**src/rtl/pll_search_pkg.sv**
```systemverilog
package pll_search_pkg;
  localparam int N_W    = 8;
  localparam int M_W    = 6;
  localparam int K_W    = 2;
  localparam int WORD_W = N_W + M_W + K_W;
  localparam int N_MAX  = (1 << N_W) - 1;

  typedef enum logic [2:0] {
    S_IDLE, S_EST_GO, S_EST_WAIT, S_CAND_GO, S_CAND_WAIT, S_STEP, S_FINISH
  } srch_state_e;

  typedef struct packed {
    logic           ok;
    logic [N_W-1:0] lo;
    logic [N_W-1:0] hi;
  } n_window_t;

  // multipliers q-2 and q-1, clipped to 0..N_MAX
  function automatic n_window_t n_window(input logic [63:0] q);
    n_window_t w;
    w = '0;
    if (q != 64'd0 && q <= 64'(N_MAX + 2)) begin
      w.ok = 1'b1;
      w.lo = (q < 64'd2) ? '0 : N_W'(q - 64'd2);
      w.hi = ((q - 64'd1) > 64'(N_MAX)) ? N_W'(N_MAX) : N_W'(q - 64'd1);
    end
    return w;
  endfunction

  function automatic logic [WORD_W-1:0] pack_word(input logic [N_W-1:0] n,
                                                  input logic [M_W-1:0] m,
                                                  input logic [K_W-1:0] k);
    return {n, m, k};
  endfunction
endpackage

```
**src/rtl/pll_divider.sv**
```systemverilog
module pll_divider #(
  parameter int W = 32
) (
  input  logic         clk,
  input  logic         rst_n,
  input  logic         start,
  input  logic [W-1:0] dividend,
  input  logic [W-1:0] divisor,
  output logic         busy,
  output logic         valid,
  output logic [W-1:0] quotient
);
  localparam int CW = $clog2(W + 1);
  localparam int DW = 2 * W;

  logic [CW-1:0] cnt;
  logic [W:0]    rem;
  logic [W-1:0]  dvs_q, dvd_q;
  logic [W:0]    shifted, trial;
  logic          fits;

  always_comb begin
    shifted = {rem[W-1:0], quotient[W-1]};
    fits    = shifted >= {1'b0, dvs_q};
    trial   = fits ? (shifted - {1'b0, dvs_q}) : shifted;
  end

  always_ff @(posedge clk or negedge rst_n) begin
    if (!rst_n) begin
      cnt      <= '0;
      rem      <= '0;
      quotient <= '0;
      dvs_q    <= '0;
      dvd_q    <= '0;
      valid    <= 1'b0;
    end else begin
      valid <= 1'b0;
      if (start) begin
        cnt      <= CW'(W);
        rem      <= '0;
        quotient <= dividend;
        dvs_q    <= divisor;
        dvd_q    <= dividend;
      end else if (cnt != '0) begin
        cnt      <= cnt - 1'b1;
        rem      <= trial;
        quotient <= {quotient[W-2:0], fits};
        if (cnt == CW'(1)) valid <= 1'b1;
      end
    end
  end

  assign busy = (cnt != '0);


  quot_floor_chk: assert property (@(posedge clk) disable iff (!rst_n)
    valid |-> ((DW'(quotient) * DW'(dvs_q) <= DW'(dvd_q)) &&
               (DW'(dvd_q) < (DW'(quotient) + DW'(1)) * DW'(dvs_q))));


  rem_bound_chk: assert property (@(posedge clk) disable iff (!rst_n)
    (busy && dvs_q != '0) |-> (rem < {1'b0, dvs_q}));
endmodule

```
**src/rtl/pll_best_tracker.sv**
```systemverilog
module pll_best_tracker
  import pll_search_pkg::*;
#(
  parameter int W = 32
) (
  input  logic              clk,
  input  logic              rst_n,
  input  logic              clear,
  input  logic              offer,
  input  logic [W-1:0]      cand_f,
  input  logic [WORD_W-1:0] cand_word,
  input  logic [W-1:0]      target,
  output logic [WORD_W-1:0] best_word,
  output logic [W-1:0]      best_f
);
  logic [W-1:0] best_err;
  logic [W-1:0] cand_err;
  logic         accept;

  assign cand_err = (cand_f >= target) ? (cand_f - target) : (target - cand_f);
  assign accept   = offer && (cand_err < best_err);

  always_ff @(posedge clk or negedge rst_n) begin
    if (!rst_n) begin
      best_err  <= '1;
      best_word <= '0;
      best_f    <= '0;
    end else if (clear) begin
      best_err  <= '1;
      best_word <= '0;
      best_f    <= '0;
    end else if (accept) begin
      best_err  <= cand_err;
      best_word <= cand_word;
      best_f    <= cand_f;
    end
  end


  best_take_chk: assert property (@(posedge clk) disable iff (!rst_n)
    (accept && !clear) |=> (best_err == $past(cand_err)));


  best_monotone_chk: assert property (@(posedge clk) disable iff (!rst_n)
    !clear |=> (best_err <= $past(best_err)));
endmodule

```
**src/rtl/pll_search.sv**
```systemverilog
module pll_search
  import pll_search_pkg::*;
#(
  parameter int FREF_KHZ = 14318,
  parameter int FREQ_W   = 20,
  parameter int DIV_W    = 32,
  parameter int M_START  = 63,
  parameter int K_START  = 3
) (
  input  logic              clk,
  input  logic              rst_n,
  input  logic              start,
  input  logic [FREQ_W-1:0] freq_khz,
  output logic              done,
  output logic [15:0]       ctrl_word,
  output logic [DIV_W-1:0]  freq_hit
);
  localparam logic [M_W-1:0]   M_TOP = M_W'(M_START);
  localparam logic [K_W-1:0]   K_TOP = K_W'(K_START);
  localparam logic [DIV_W-1:0] FREF  = DIV_W'(FREF_KHZ);

  srch_state_e       state;
  logic [M_W-1:0]    m_idx;
  logic [K_W-1:0]    k_idx;
  logic [N_W-1:0]    cand_n, cand_hi;

  logic              accept_req, div_start, div_busy, div_valid, offer;
  logic [DIV_W-1:0]  div_dvd, div_dvs, div_quot, target, cand_f;
  logic [WORD_W-1:0] best_word, cand_word;
  logic [DIV_W-1:0]  best_f;
  n_window_t         win;

  assign accept_req = (state == S_IDLE) && start;
  assign target     = DIV_W'(freq_khz);
  assign div_start  = (state == S_EST_GO) || (state == S_CAND_GO);
  assign offer      = (state == S_CAND_WAIT) && div_valid;
  assign cand_f     = div_quot >> k_idx;
  assign cand_word  = pack_word(cand_n, m_idx, k_idx);
  assign win        = n_window(64'(div_quot));

  always_comb begin
    if (state == S_EST_GO) begin
      div_dvd = (target * (DIV_W'(m_idx) + DIV_W'(2))) << k_idx;
      div_dvs = FREF;
    end else begin
      div_dvd = FREF * (DIV_W'(cand_n) + DIV_W'(2));
      div_dvs = DIV_W'(m_idx) + DIV_W'(2);
    end
  end

  pll_divider #(.W(DIV_W)) u_div (
    .clk(clk), .rst_n(rst_n), .start(div_start),
    .dividend(div_dvd), .divisor(div_dvs),
    .busy(div_busy), .valid(div_valid), .quotient(div_quot)
  );

  pll_best_tracker #(.W(DIV_W)) u_best (
    .clk(clk), .rst_n(rst_n), .clear(accept_req), .offer(offer),
    .cand_f(cand_f), .cand_word(cand_word), .target(target),
    .best_word(best_word), .best_f(best_f)
  );

  always_ff @(posedge clk or negedge rst_n) begin
    if (!rst_n) begin
      state     <= S_IDLE;
      m_idx     <= '0;
      k_idx     <= '0;
      cand_n    <= '0;
      cand_hi   <= '0;
      done      <= 1'b0;
      ctrl_word <= '0;
      freq_hit  <= '0;
    end else begin
      done <= 1'b0;
      unique case (state)
        S_IDLE: if (start) begin
          m_idx <= M_TOP;
          k_idx <= K_TOP;
          state <= S_EST_GO;
        end
        S_EST_GO:  state <= S_EST_WAIT;
        S_EST_WAIT: if (div_valid) begin
          cand_n  <= win.lo;
          cand_hi <= win.hi;
          state   <= win.ok ? S_CAND_GO : S_STEP;
        end
        S_CAND_GO: state <= S_CAND_WAIT;
        S_CAND_WAIT: if (div_valid) begin
          if (cand_n < cand_hi) begin
            cand_n <= cand_n + 1'b1;
            state  <= S_CAND_GO;
          end else begin
            state  <= S_STEP;
          end
        end
        S_STEP: begin
          if (m_idx != '0) begin
            m_idx <= m_idx - 1'b1;
            state <= S_EST_GO;
          end else if (k_idx != '0) begin
            k_idx <= k_idx - 1'b1;
            m_idx <= M_TOP;
            state <= S_EST_GO;
          end else begin
            state <= S_FINISH;
          end
        end
        S_FINISH: begin
          done      <= 1'b1;
          ctrl_word <= 16'(best_word);
          freq_hit  <= best_f;
          state     <= S_IDLE;
        end
        default: state <= S_IDLE;
      endcase
    end
  end


  done_pulse_chk: assert property (@(posedge clk) disable iff (!rst_n)
    done |=> !done);


  div_idle_launch_chk: assert property (@(posedge clk) disable iff (!rst_n)
    div_start |-> !div_busy);


  field_range_chk: assert property (@(posedge clk) disable iff (!rst_n)
    done |-> (ctrl_word[1:0] <= K_TOP && ctrl_word[7:2] <= M_TOP));


  busy_hold_chk: assert property (@(posedge clk) disable iff (!rst_n)
    (state == S_STEP && start) |=> (state != S_IDLE));
endmodule

```
**config.mk**
```make
export PLATFORM = sky130hd
export DESIGN_NAME = pll_search
export DESIGN_NICKNAME = d
export VERILOG_FILES = /design/src/rtl/pll_search_pkg.sv /design/src/rtl/pll_divider.sv /design/src/rtl/pll_best_tracker.sv /design/src/rtl/pll_search.sv
export SDC_FILE = /design/constraint.sdc
export NUM_CORES = 1
export LEC_CHECK = 0
export CAP_MARGIN = 15
export CORE_MARGIN = 2
export CORE_UTILIZATION = 23
export CTS_BUF_LIST = sky130_fd_sc_hd__clkbuf_2
export DETAILED_ROUTE_END_ITERATION = 7
export PLACE_DENSITY = 0.42
export SKIP_LAST_GASP = 1
export SLEW_MARGIN = 10
export SYNTH_ARGS = -nofsm -noshare
export SYNTH_HDL_FRONTEND = slang
export SYNTH_SLANG_ARGS = --single-unit
export TNS_END_PERCENT = 1
```
**constraint.sdc**
```tcl
create_clock -name clk -period 11.9 [get_ports clk]
set_input_delay 1.19 -clock clk [delete_from_list [all_inputs] [get_ports clk]]
set_output_delay 1.19 -clock clk [all_outputs]
set_load 0.01 [all_outputs]
```
### After elaboration in Yosys (flattened, before gate mapping)

Cells that the tools add are included.

| storage, ports and cells | value |
|---|---|
| input port bits | 23 |
| flip-flop bits (word level) | 259 |
| logic and storage cells | 114 |
| output and inout bits | 49 |

| operators by class | value |
|---|---|
| multiply operators | 2 |
| $lt $le $gt $ge | 7 |
| shift operators | 2 |
| multiplexer cells | 43 |
| add/sub/neg operators | 11 |
| reduce and logical (&&, ||, !) cells | 19 |
| equal/unequal tests | 14 |

Operator list:

| operator | number |
|---|---|
| $mux W32 | 11 |
| $gt A64 B8 Y1 const B | 1 |
| $mux W8 | 5 |
| $ge A33 B32 Y1 | 1 |
| $sub A32 B1 Y33 const B | 1 |
| $ge A32 B20 Y1 | 1 |
| $le A32 B9 Y1 const B | 1 |
| $lt A32 B2 Y1 const B | 1 |
| $lt A32 B32 Y1 | 1 |
| $mul A20 B32 Y32 | 1 |
| $mux W16 | 2 |
| $reduce_bool A32 Y1 | 1 |
| $shl A32 B2 Y32 | 1 |
| $shr A32 B2 Y32 | 1 |
| $sub A20 B32 Y32 | 1 |
| $sub A32 B20 Y32 | 1 |
| $sub A32 B32 Y32 | 1 |
| $mux W6 | 5 |
| $mul A13 B9 Y22 const A | 1 |
| $mux W3 | 7 |
| $pmux W3 S6 | 1 |
| $mux W17 | 1 |
| $pmux W8 S2 | 1 |
| $mux W14 | 1 |
| 26 further kinds | 49 |

### Longest topological paths before layout

Gate-level depths: netlist of the first run.

| logic depth | value |
|---|---|
| depth after elaboration | 7 |
| gate-level depth with buffers | 33 |
| mapped depth without buffers | 25 |

### Cells and area by module

Synthesis of the first run repeated with hierarchy kept, for this count alone.

| unflattened totals | value |
|---|---|
| cell total of the unflattened synthesis | 3285 |
| area total of the unflattened synthesis | 27243.6 µm² |

By module, submodules not included:

| module | cells each | times used | seq. area each (µm²) | area an instance (µm²) |
|---|---|---|---|---|
| pll_search | 1510 | 1 | 1901.8 | 12803.5 |
| pll_best_tracker | 980 | 1 | 2042.0 | 7674.9 |
| pll_divider | 795 | 1 | 2577.5 | 6765.2 |

### Worst setup path after synthesis of the first run

OpenSTA, ideal clock, no wires.

| timing path | value |
|---|---|
| path kind | register to register |
| from | register k_idx[1] |
| to | register u_best.best_f[24] |
| arrival time | 6612 ps |
| required time | 11762 ps |
| path buffers | 9 |
| setup slack | 5150 ps |
| clock period less this slack | 6750 ps |
| library setup time | 138 ps |
| cell stages (with the launch flop) | 32 |
| path through | dfrtp_1 buf_2 buf_2 buf_1 clkbuf_1 buf_1 o21ai_0 mux2i_1 inv_1 fa_1 a211oi_1 o211ai_1 nand4_1 a31o_2 a211o_1 buf_2 nand2_2 buf_2 nor3b_2 nor2_1 xnor2_1 ha_1 or3_1 a211oi_1 or3_1 nand3_1 a311oi_1 inv_1 buf_2 buf_1 nand3_1 o21ai_0 |

| between the ends | value |
|---|---|
| cells in the longest elaborated chain, start to end | 6 |
| elaborated cells between the ends (all ways) | 10 |
| classes of those cells | add/sub: 2; order compare: 2; shift: 1; mux: 3; reduce/logical: 2 |

Ends and longest elaborated chain:

| element | RTL line | text |
|---|---|---|
| start: declaration | pll_search.sv:24 | `logic [K_W-1:0] k_idx;` |
| start signal: assignment | pll_search.sv:101 | `k_idx <= k_idx - 1'b1;` |
| $shr A32 B2 Y32 * | pll_search.sv:37 | `assign cand_f = div_quot >> k_idx;` |
| $sub A20 B32 Y32, or another cell as far along | pll_best_tracker.sv:20 | `assign cand_err = (cand_f >= target) ? (cand_f - target) : (target - cand_f);` |
| $mux W32 | pll_best_tracker.sv:20 |  |
| $lt A32 B32 Y1 | pll_best_tracker.sv:21 | `assign accept = offer && (cand_err < best_err);` |
| $logic_and A1 B1 Y1 | pll_best_tracker.sv:21 |  |
| $reduce_bool A2 Y1 (no line) | n/a |  |
| end signal: assignment | pll_best_tracker.sv:35 | `best_f <= cand_f;` |
| end: declaration | pll_best_tracker.sv:14 | `output logic [W-1:0] best_f` |

Mark *: on every way between the ends. The rest lies on a longest branch, timed or not. The select of a mux whose other input is x is not followed.
A chain may end at the register's enable or synchronous reset.

### Worst setup path after layout of the first run

| timing path | value |
|---|---|
| from | register k_idx[1] |
| to | register u_best.best_err[13] |

| between the ends | value |
|---|---|
| cells in the longest elaborated chain, start to end | 6 |
| elaborated cells between the ends (all ways) | 10 |
| classes of those cells | add/sub: 2; order compare: 2; shift: 1; mux: 3; reduce/logical: 2 |

Ends and longest elaborated chain:

| element | RTL line | text |
|---|---|---|
| $shr A32 B2 Y32 * | pll_search.sv:37 |  |
| $sub A20 B32 Y32, or another cell as far along | pll_best_tracker.sv:20 |  |
| $mux W32 * | pll_best_tracker.sv:20 |  |
| $lt A32 B32 Y1 | pll_best_tracker.sv:21 |  |
| $logic_and A1 B1 Y1 | pll_best_tracker.sv:21 |  |
| $reduce_bool A2 Y1 (no line) | n/a |  |
| end signal: assignment | pll_best_tracker.sv:33 | `best_err <= cand_err;` |
| end: declaration | pll_best_tracker.sv:16 | `logic [W-1:0] best_err;` |

Marked as above.

==> metrics.md, run 1 <==
| Metric | Value |
|---|---|
| Fraction of registers with async set or reset after synthesis | `1.000` |
| Most common flop cell mapped by yosys | `sky130_fd_sc_hd__dfrtp_1` |
| Setup slack on the worst flop-to-flop path | `around 3.4 ns` |
| Worst reg2reg endpoint | `u_best.best_err[13]` |
| Count of buffering cells on the critical path with inverters included | `5` |
| Final critical-path setup slack | `between 3 and 4 ns` |
| Net count after synthesis | `3,236` |
| Post-layout util | `0.2601` |
| Row cnt | `around 120` |
| Input/output buffers | `71` |
| Critical path class | `reg2reg` |
| Largest net degree at the start of global routing | `161` |
| Overall routing resource usage | `0.1530` |
| Filler Cell Count | `around 11k` |
| Tightest Pin Transition | `approximately 1.1 ns` |
| Net count, final | `between 3k and 4k` |
| Post-DP HPWL | `61,770 microns` |
| Area growth, synth to finish | `11.85%` |
| DP Worst Slack | `between 3 and 4 ns` |
| Required time worst endpoint | `12.86 ns` |
| Number of resized instances in the post-cts repair step | `0` |
| Cell seen most often among critical-path stages | `sky130_fd_sc_hd__buf_4` |
| Setup_tns | `0 ns` |
| Average size of a mapped cell | `around 8.3 sq um` |
| Worst-case headroom to the max-slew limit | `0.2816` |
| Sequential cell area fraction in the yosys report | `0.2492` |
| Maximum fanout count along the critical path | `60` |
| Sort of element at the end of the critical path | `register` |
| Largest buffer count on any clock path | `3` |
| Number of top-level pins | `between 70 and 80` |
| Final routed wirelength across all metal layers | `81,600 microns` |
| Number of detailed-routing iterations run before antenna repair | `6` |
| Number of synthesis warnings | `0` |
| Number of global-route vias before repair | `approximately 21k` |
| Commonest non-fill, non-tap cell in the layout | `sky130_fd_sc_hd__nand2_1` |
| Number of cells produced by synthesis | `2,873` |
| DRC violation count after routing | `0` |
| Library cells used by synthesis | `88` |
| Floorplan die area | `105,900 sq um` |
| Worst-path cell with the longest stage delay | `sky130_fd_sc_hd__dfrtp_2` |
| Netlist Area Pre-Place | `approximately 24,000 sq um` |
| Number of CTS-inserted buffers | `between 70 and 80` |
| Footprint of the flip-flops and latches | `5923 sq um` |
| Number of nets with antenna violations after routing | `0` |
| Via-per-instance ratio | `approximately 4.8` |
| Number of buffers added to fix hold violations after cts | `0` |
| Insertion delay of the later-clocked pin in the worst-skew pair | `between 1 and 1.5 ns` |
| Total global routing overflow | `0` |
| Final critical-path share of the clock period | `0.7141` |
| Slew Viols, Final | `0` |
| Die width | `325.4 microns` |
| Commonest cells after routing, fill and taps aside | `sky130_fd_sc_hd__nand2_1, sky130_fd_sc_hd__inv_1, sky130_fd_sc_hd__ha_1, sky130_fd_sc_hd__dfrtp_1, sky130_fd_sc_hd__nor2_1` |
| H-tree depth reported by CTS | `3` |
| Critical Path Start Type | `register` |
| Count of maximum capacitance violations | `0` |
| Worst r2r path cells | `25` |
| RSZ-0062 raised after global routing | `no` |
| Chip height | `between 300 and 400 microns` |
| Vias after detailed routing | `roughly 21k` |
| Initial cell density of the core | `0.2326` |
| Clock tree from TritonCTS | `yes` |
| Post-CTS Setup Bufs | `0` |
| Clock period minus final worst setup slack | `8.498 ns` |
| Count of endpoints failing setup in the final report | `0` |
| Worst hold path class | `in2async` |
| Sinks on the clock net | `around 240` |
| Global-route wire length before repair | `~130,000 microns` |
| Share of cells above drive strength 1 | `0.08248` |
| Synthesis-stage register bit count | `~240` |
| Final hold vios | `0` |
| CTS clk-pin slew, worst paths | `roughly 0.1 ns` |
| Routability congestion estimate from global placement | `0.8972` |
| Top cell family by delay on the critical path | `simple AND/OR/NAND/NOR gates` |
| Worst R2R Start | `k_idx[1]` |
| Floorplan core area | `102,200 sq um` |
| Crit path depth | `25` |
| Count of routing violations after the opening detailed-route iteration | `between 1k and 1.5k` |
| Clock Skews | `around 0.076 ns` |
| Root Buffer Master | `sky130_fd_sc_hd__clkbuf_2` |
| CP max stage delay | `roughly 0.76 ns` |
| Post-DR wirelength/cell | `between 15 and 20 microns` |
| Maximum clock frequency | `between 100 and 150 MHz` |
| Worst EP arrival | `between 9 and 10 ns` |
| Number of enable flip-flop cells after synthesis | `0` |
| Status | `finished clean` |
| Number of antenna violations at the first check in global routing | `1` |
| Multi-input gate area | `between 15,000 and 20,000 sq um` |
| Final hold slack | `0.1449 ns` |
[worst register-to-register path: stages, from the launching register on]
cell	delay, ns
sky130_fd_sc_hd__dfrtp_2	0.76
sky130_fd_sc_hd__buf_4	0.66
sky130_fd_sc_hd__mux2i_1	0.34
sky130_fd_sc_hd__nand2_1	0.08
sky130_fd_sc_hd__nand2_1	0.41
sky130_fd_sc_hd__inv_1	0.10
sky130_fd_sc_hd__ha_1	0.52
sky130_fd_sc_hd__and3_1	0.27
sky130_fd_sc_hd__nand4_1	0.24
sky130_fd_sc_hd__a31o_2	0.32
sky130_fd_sc_hd__a211oi_1	0.50
sky130_fd_sc_hd__nor2_2	0.31
sky130_fd_sc_hd__nor4_1	0.41
sky130_fd_sc_hd__and2_1	0.20
sky130_fd_sc_hd__nor2_1	0.05
sky130_fd_sc_hd__ha_1	0.30
sky130_fd_sc_hd__nand4_1	0.13
sky130_fd_sc_hd__nor3_1	0.12
sky130_fd_sc_hd__a2111oi_0	0.47
sky130_fd_sc_hd__nand3_1	0.19
sky130_fd_sc_hd__a311oi_4	0.22
sky130_fd_sc_hd__buf_4	0.52
sky130_fd_sc_hd__inv_2	0.50
sky130_fd_sc_hd__buf_4	0.45
sky130_fd_sc_hd__nor4_1	0.27
sky130_fd_sc_hd__a311oi_1	0.08
[sequential cells by signal (all words and copies together), names as in the netlist, 6 cells and up]
signal	cells
u_best.best_word	16
freq_hit	32
u_best.best_err	32
cand_hi	8
u_best.best_f	32
u_div.cnt	6
ctrl_word	16
u_div.quotient	32
u_div.rem	32
u_div.dvs_q	8
m_idx	6
cand_n	8
[stage by stage]
step	cells	area, sq um
finish	4316	26580
global route	4315	26580
CTS	4313	26570
detailed placement	4191	25880
global placement	4191	25880
floorplan	2873	23760
[final cells by class]
| class | count | area share |
|---|---|---|
| multi-input cells | 2185 | 0.6069 |
| clock buffers | 105 | 0.01977 |
| flip-flops and latches | 235 | 0.2229 |
| repair buffers | 110 | 0.03841 |
| well taps | 1368 | 0.06440 |
| clock inverters | 17 | 0.005931 |
| diodes | 2 | 0.0001883 |
| inverters | 294 | 0.04152 |
[layer usage]
layer,routed length [microns],vias to the layer above,global-route usage
met5,0,-,0
met4,1979,0,0.04398
met3,3480,113,0.02567
met2,37400,437,0.2461
met1,38740,10100,0.2100
li1,-,9948,-
[cells in the mapped netlist, drive strengths merged (11+ instances only)]
library cell / n / area share
nor2: 187 / 0.030
nand3: 94 / 0.020
a211oi: 36 / 0.011
and2: 46 / 0.012
dfrtp: 203 / 0.21
o21bai: 12 / 0.0038
xnor2: 58 / 0.021
nand2b: 22 / 0.0058
xor2: 49 / 0.018
a211o: 15 / 0.0055
clkbuf: 120 / 0.019
o22ai: 15 / 0.0039
o21ai: 170 / 0.036
o31ai: 18 / 0.0057
or2: 11 / 0.0029
nor3: 59 / 0.013
nor2b: 22 / 0.0058
a21oi: 139 / 0.029
buf: 39 / 0.0084
nand2: 436 / 0.069
inv: 294 / 0.046
or3: 23 / 0.0061
dfstp: 32 / 0.035
a311oi: 16 / 0.0062
o211ai: 12 / 0.0038
mux2: 14 / 0.0066
mux2i: 73 / 0.031
a31oi: 33 / 0.0087
fa: 138 / 0.12
or4: 16 / 0.0051
nand4: 26 / 0.0071
nor4: 19 / 0.0050
o21a: 38 / 0.012
ha: 202 / 0.11
a21o: 61 / 0.019
[cells by family (layout without fill, tap and decap cells)]
group / Yosys count / in the layout / synth area share
muxes: 93 / 93 / 0.04307
AOI/OAI and AO/OA: 651 / 651 / 0.1783
DFF: 235 / 235 / 0.2492
other: 0 / 2 / 0
buffers and inverters: 453 / 526 / 0.07387
adders and majority gates: 340 / 340 / 0.2226
and+or+nand+nor: 994 / 994 / 0.1936
xor gates and xnor gates: 107 / 107 / 0.03944
[how the worst max path moves through the flow]
stage,start,endpoint,slack [ns]
floorplan,k_idx[1],u_best.best_f[24],5.15
global placement,freq_khz[0],u_best.best_err[13],3.39
detailed placement,freq_khz[0],u_best.best_err[13],3.36
CTS,k_idx[1],u_best.best_f[7],3.51
global route,k_idx[0],u_best.best_err[13],2.48
finish,k_idx[1],u_best.best_err[13],3.40
Power of run 1 is not shown: default switching activity piles up to over one toggle a cycle in this logic, so the estimate is an artifact.
==> inputs of run 2 (changes only) <==
Settings changed: PLACE_DENSITY 0.42 to 0.43.
Clock period 11.9 ns to 6.9 ns, I/O delays scaled along.
==> run 2 against run 1 <==
  * Die area did not move
  * Worst setup slack got worse by 3.0 ns
  * Flip-flop and latch count did not move
  * Wire length barely moved
  * Critical endpoint is now u_best.best_f[24]
  * Clock-buffer cell count rose by 2
==> metrics.md, run 2 (synthesis gave the netlist of run 1 again) <==
| Metric | Value |
|---|---|
| Floorplan core area | `roughly 100,000 sq um` |
| Number of nets with antenna violations after routing | `0` |
| Footprint of the flip-flops and latches | `just under 6000 sq um` |
| Input/output buffers | `71` |
| Vias after detailed routing | `approximately 21k` |
| Post-layout instance area | `roughly 27,000 sq um` |
| Count of maximum capacitance violations | `0` |
| CTS clk-pin slew, worst paths | `between 0.1 and 0.15 ns` |
| Post-layout util | `0.2665` |
| H-tree depth reported by CTS | `3` |
| Via-per-instance ratio | `4.729` |
| Worst EP arrival | `7.32 ns` |
| Overall routing resource usage | `0.1539` |
| Post-DR wirelength/cell | `between 15 and 20 microns` |
| Number of global-route vias before repair | `21.16k` |
| Tightest Pin Transition | `about 1 ns` |
| Area growth, synth to finish | `14.61%` |
| Largest net degree at the start of global routing | `about 160` |
| Chip height | `between 300 and 400 microns` |
| Maximum fanout count along the critical path | `81` |
| Filler Cell Count | `about 11k` |
| Clock Skews | `0.1389 ns` |
| Worst-case headroom to the max-slew limit | `0.3234` |
| Die width | `325.4 microns` |
| Root Buffer Master | `sky130_fd_sc_hd__clkbuf_2` |
| Final hold vios | `0` |
| Worst hold path class | `in2async` |
| Floorplan die area | `105,900 sq um` |
| Net count, final | `3,336` |
| Final critical-path share of the clock period | `0.9437` |
| Share of cells above drive strength 1 | `0.1082` |
| Count of endpoints failing setup in the final report | `0` |
| DRC violation count after routing | `0` |
| Final routed wirelength across all metal layers | `between 80,000 and 90,000 microns` |
| Commonest cells after routing, fill and taps aside | `sky130_fd_sc_hd__nand2_1, sky130_fd_sc_hd__inv_1, sky130_fd_sc_hd__ha_1, sky130_fd_sc_hd__dfrtp_1, sky130_fd_sc_hd__nor2_1` |
| Total global routing overflow | `0` |
| Number of CTS-inserted buffers | `72` |
| Number of top-level pins | `slightly above 70` |
| Placement-stage cell area | `26,480 sq um` |
| Required time worst endpoint | `about 7.7 ns` |
| Clock tree from TritonCTS | `yes` |
| Row cnt | `about 120` |
| Launching instance or port of the critical path | `k_idx[1]` |
| Clock period minus final worst setup slack | `around 6.5 ns` |
| Count of routing violations after the opening detailed-route iteration | `between 1k and 1.5k` |
| Slew Viols, Final | `0` |
| Commonest non-fill, non-tap cell in the layout | `sky130_fd_sc_hd__nand2_1` |
| Number of antenna violations at the first check in global routing | `5` |
| Largest buffer count on any clock path | `3` |
| Insertion delay of the later-clocked pin in the worst-skew pair | `~1.1 ns` |
| Critical path class | `reg2reg` |
| Critical Path Start Type | `register` |
| Post-DP HPWL | `between 60,000 and 70,000 microns` |
| Maximum clock frequency | `approximately 150 MHz` |
| Worst R2R Start | `k_idx[1]` |
| Multi-input gate area | `about 16,000 sq um` |
| Status | `finished clean` |
| Sort of element at the end of the critical path | `register` |
| Routability congestion estimate from global placement | `0.8617` |
| Number of detailed-routing iterations run before antenna repair | `5` |
| RSZ-0062 raised after global routing | `yes` |
| Worst r2r path cells | `24` |
| Global-route wire length before repair | `roughly 130,000 microns` |
| Sinks on the clock net | `around 240` |
| Initial cell density of the core | `0.2326` |
[run 2: cell count changes in the layout (fill, tap and decap cells not counted), moves of 2 or more]
cell	previous run	this run
sky130_fd_sc_hd__buf_12	1	4
sky130_fd_sc_hd__buf_4	37	107
sky130_fd_sc_hd__buf_6	0	2
sky130_fd_sc_hd__clkbuf_2	105	107
sky130_fd_sc_hd__inv_2	2	4
sky130_fd_sc_hd__mux2i_1	73	70
sky130_fd_sc_hd__mux2i_2	0	3
sky130_fd_sc_hd__o21ai_0	166	164
sky130_fd_sc_hd__o21ai_1	3	5
sky130_fd_sc_hd__xor2_1	49	46
sky130_fd_sc_hd__xor2_2	0	3
[run 2: path summary, 6_finish.rpt]
check	to	slack [ns]
worst max-delay path	u_best.best_f[24]	0.39
worst min-delay path	k_idx[1]	0.27
worst max register to register	u_best.best_f[24]	0.39
worst min register to register	freq_hit[15]	0.37
max in group asynchronous	freq_hit[13]	5.13
min in group clk	freq_hit[15]	0.37
[run 2: final cells by class]
cell class              count  area share
diodes                      3   0.0002756
clock inverters            15    0.005191
repair buffers            185     0.05991
well taps                1368     0.06285
flip-flops and latches    235      0.2176
inverters                 294     0.04052
clock buffers             107     0.01966
multi-input cells        2185      0.5940
[run 2: worst max-delay path, stage by stage (launching register included)]
cell and delay [ns]:
sky130_fd_sc_hd__dfrtp_4 0.56, sky130_fd_sc_hd__mux2_2 0.39, sky130_fd_sc_hd__mux2i_2 0.30, sky130_fd_sc_hd__buf_4 0.20, sky130_fd_sc_hd__inv_1 0.04, sky130_fd_sc_hd__ha_1 0.47, sky130_fd_sc_hd__o211ai_1 0.16, sky130_fd_sc_hd__o211ai_1 0.24
sky130_fd_sc_hd__nand4_1 0.17, sky130_fd_sc_hd__a31o_2 0.29, sky130_fd_sc_hd__a211o_1 0.31, sky130_fd_sc_hd__buf_4 0.19, sky130_fd_sc_hd__a211o_1 0.32, sky130_fd_sc_hd__nor4b_2 0.39, sky130_fd_sc_hd__xnor2_1 0.20, sky130_fd_sc_hd__ha_1 0.27
sky130_fd_sc_hd__nand4_1 0.13, sky130_fd_sc_hd__nor3_1 0.09, sky130_fd_sc_hd__a2111oi_0 0.44, sky130_fd_sc_hd__nand3_1 0.19, sky130_fd_sc_hd__a311oi_4 0.37, sky130_fd_sc_hd__inv_2 0.10, sky130_fd_sc_hd__buf_12 0.21, sky130_fd_sc_hd__nand3_1 0.11
sky130_fd_sc_hd__o21ai_0 0.09
[run 2: layer usage]
layer	part of all wire	up-vias	wire length, microns	GRT usage
met1	0.47	10110	37930	0.2121
met4	0.024	0	1923	0.04318
met2	0.46	463	37570	0.2467
li1	-	10100	-	-
met3	0.050	96	4103	0.02628
met5	0	-	0	0
[run 2: stage by stage]
step	worst slack (ns)	instances	hold WS [ns]	TNS [ns]
finish	0.3886	4392	0.2708	0
global route	-0.007144	4391	0.1761	-0.008547
CTS	0.1345	4388	0.1547	0
detailed placement	-0.03890	4265	0.4512	-0.3901
global placement	0.08545	4265	0.4527	0
floorplan	0.1501	2873	0.3944	0
[run 2: timing repair]
| action | 4_1_cts | 5_1_grt |
|---|---|---|
| hold endpoints to repair | 74 | 0 |
| hold buffers | 1 | 0 |
| setup buffers | 0 | 1 |
| setup endpoints to repair | 0 | 86 |
| resized for setup | 0 | 13 |
Power of run 2 is left out for the same reason.
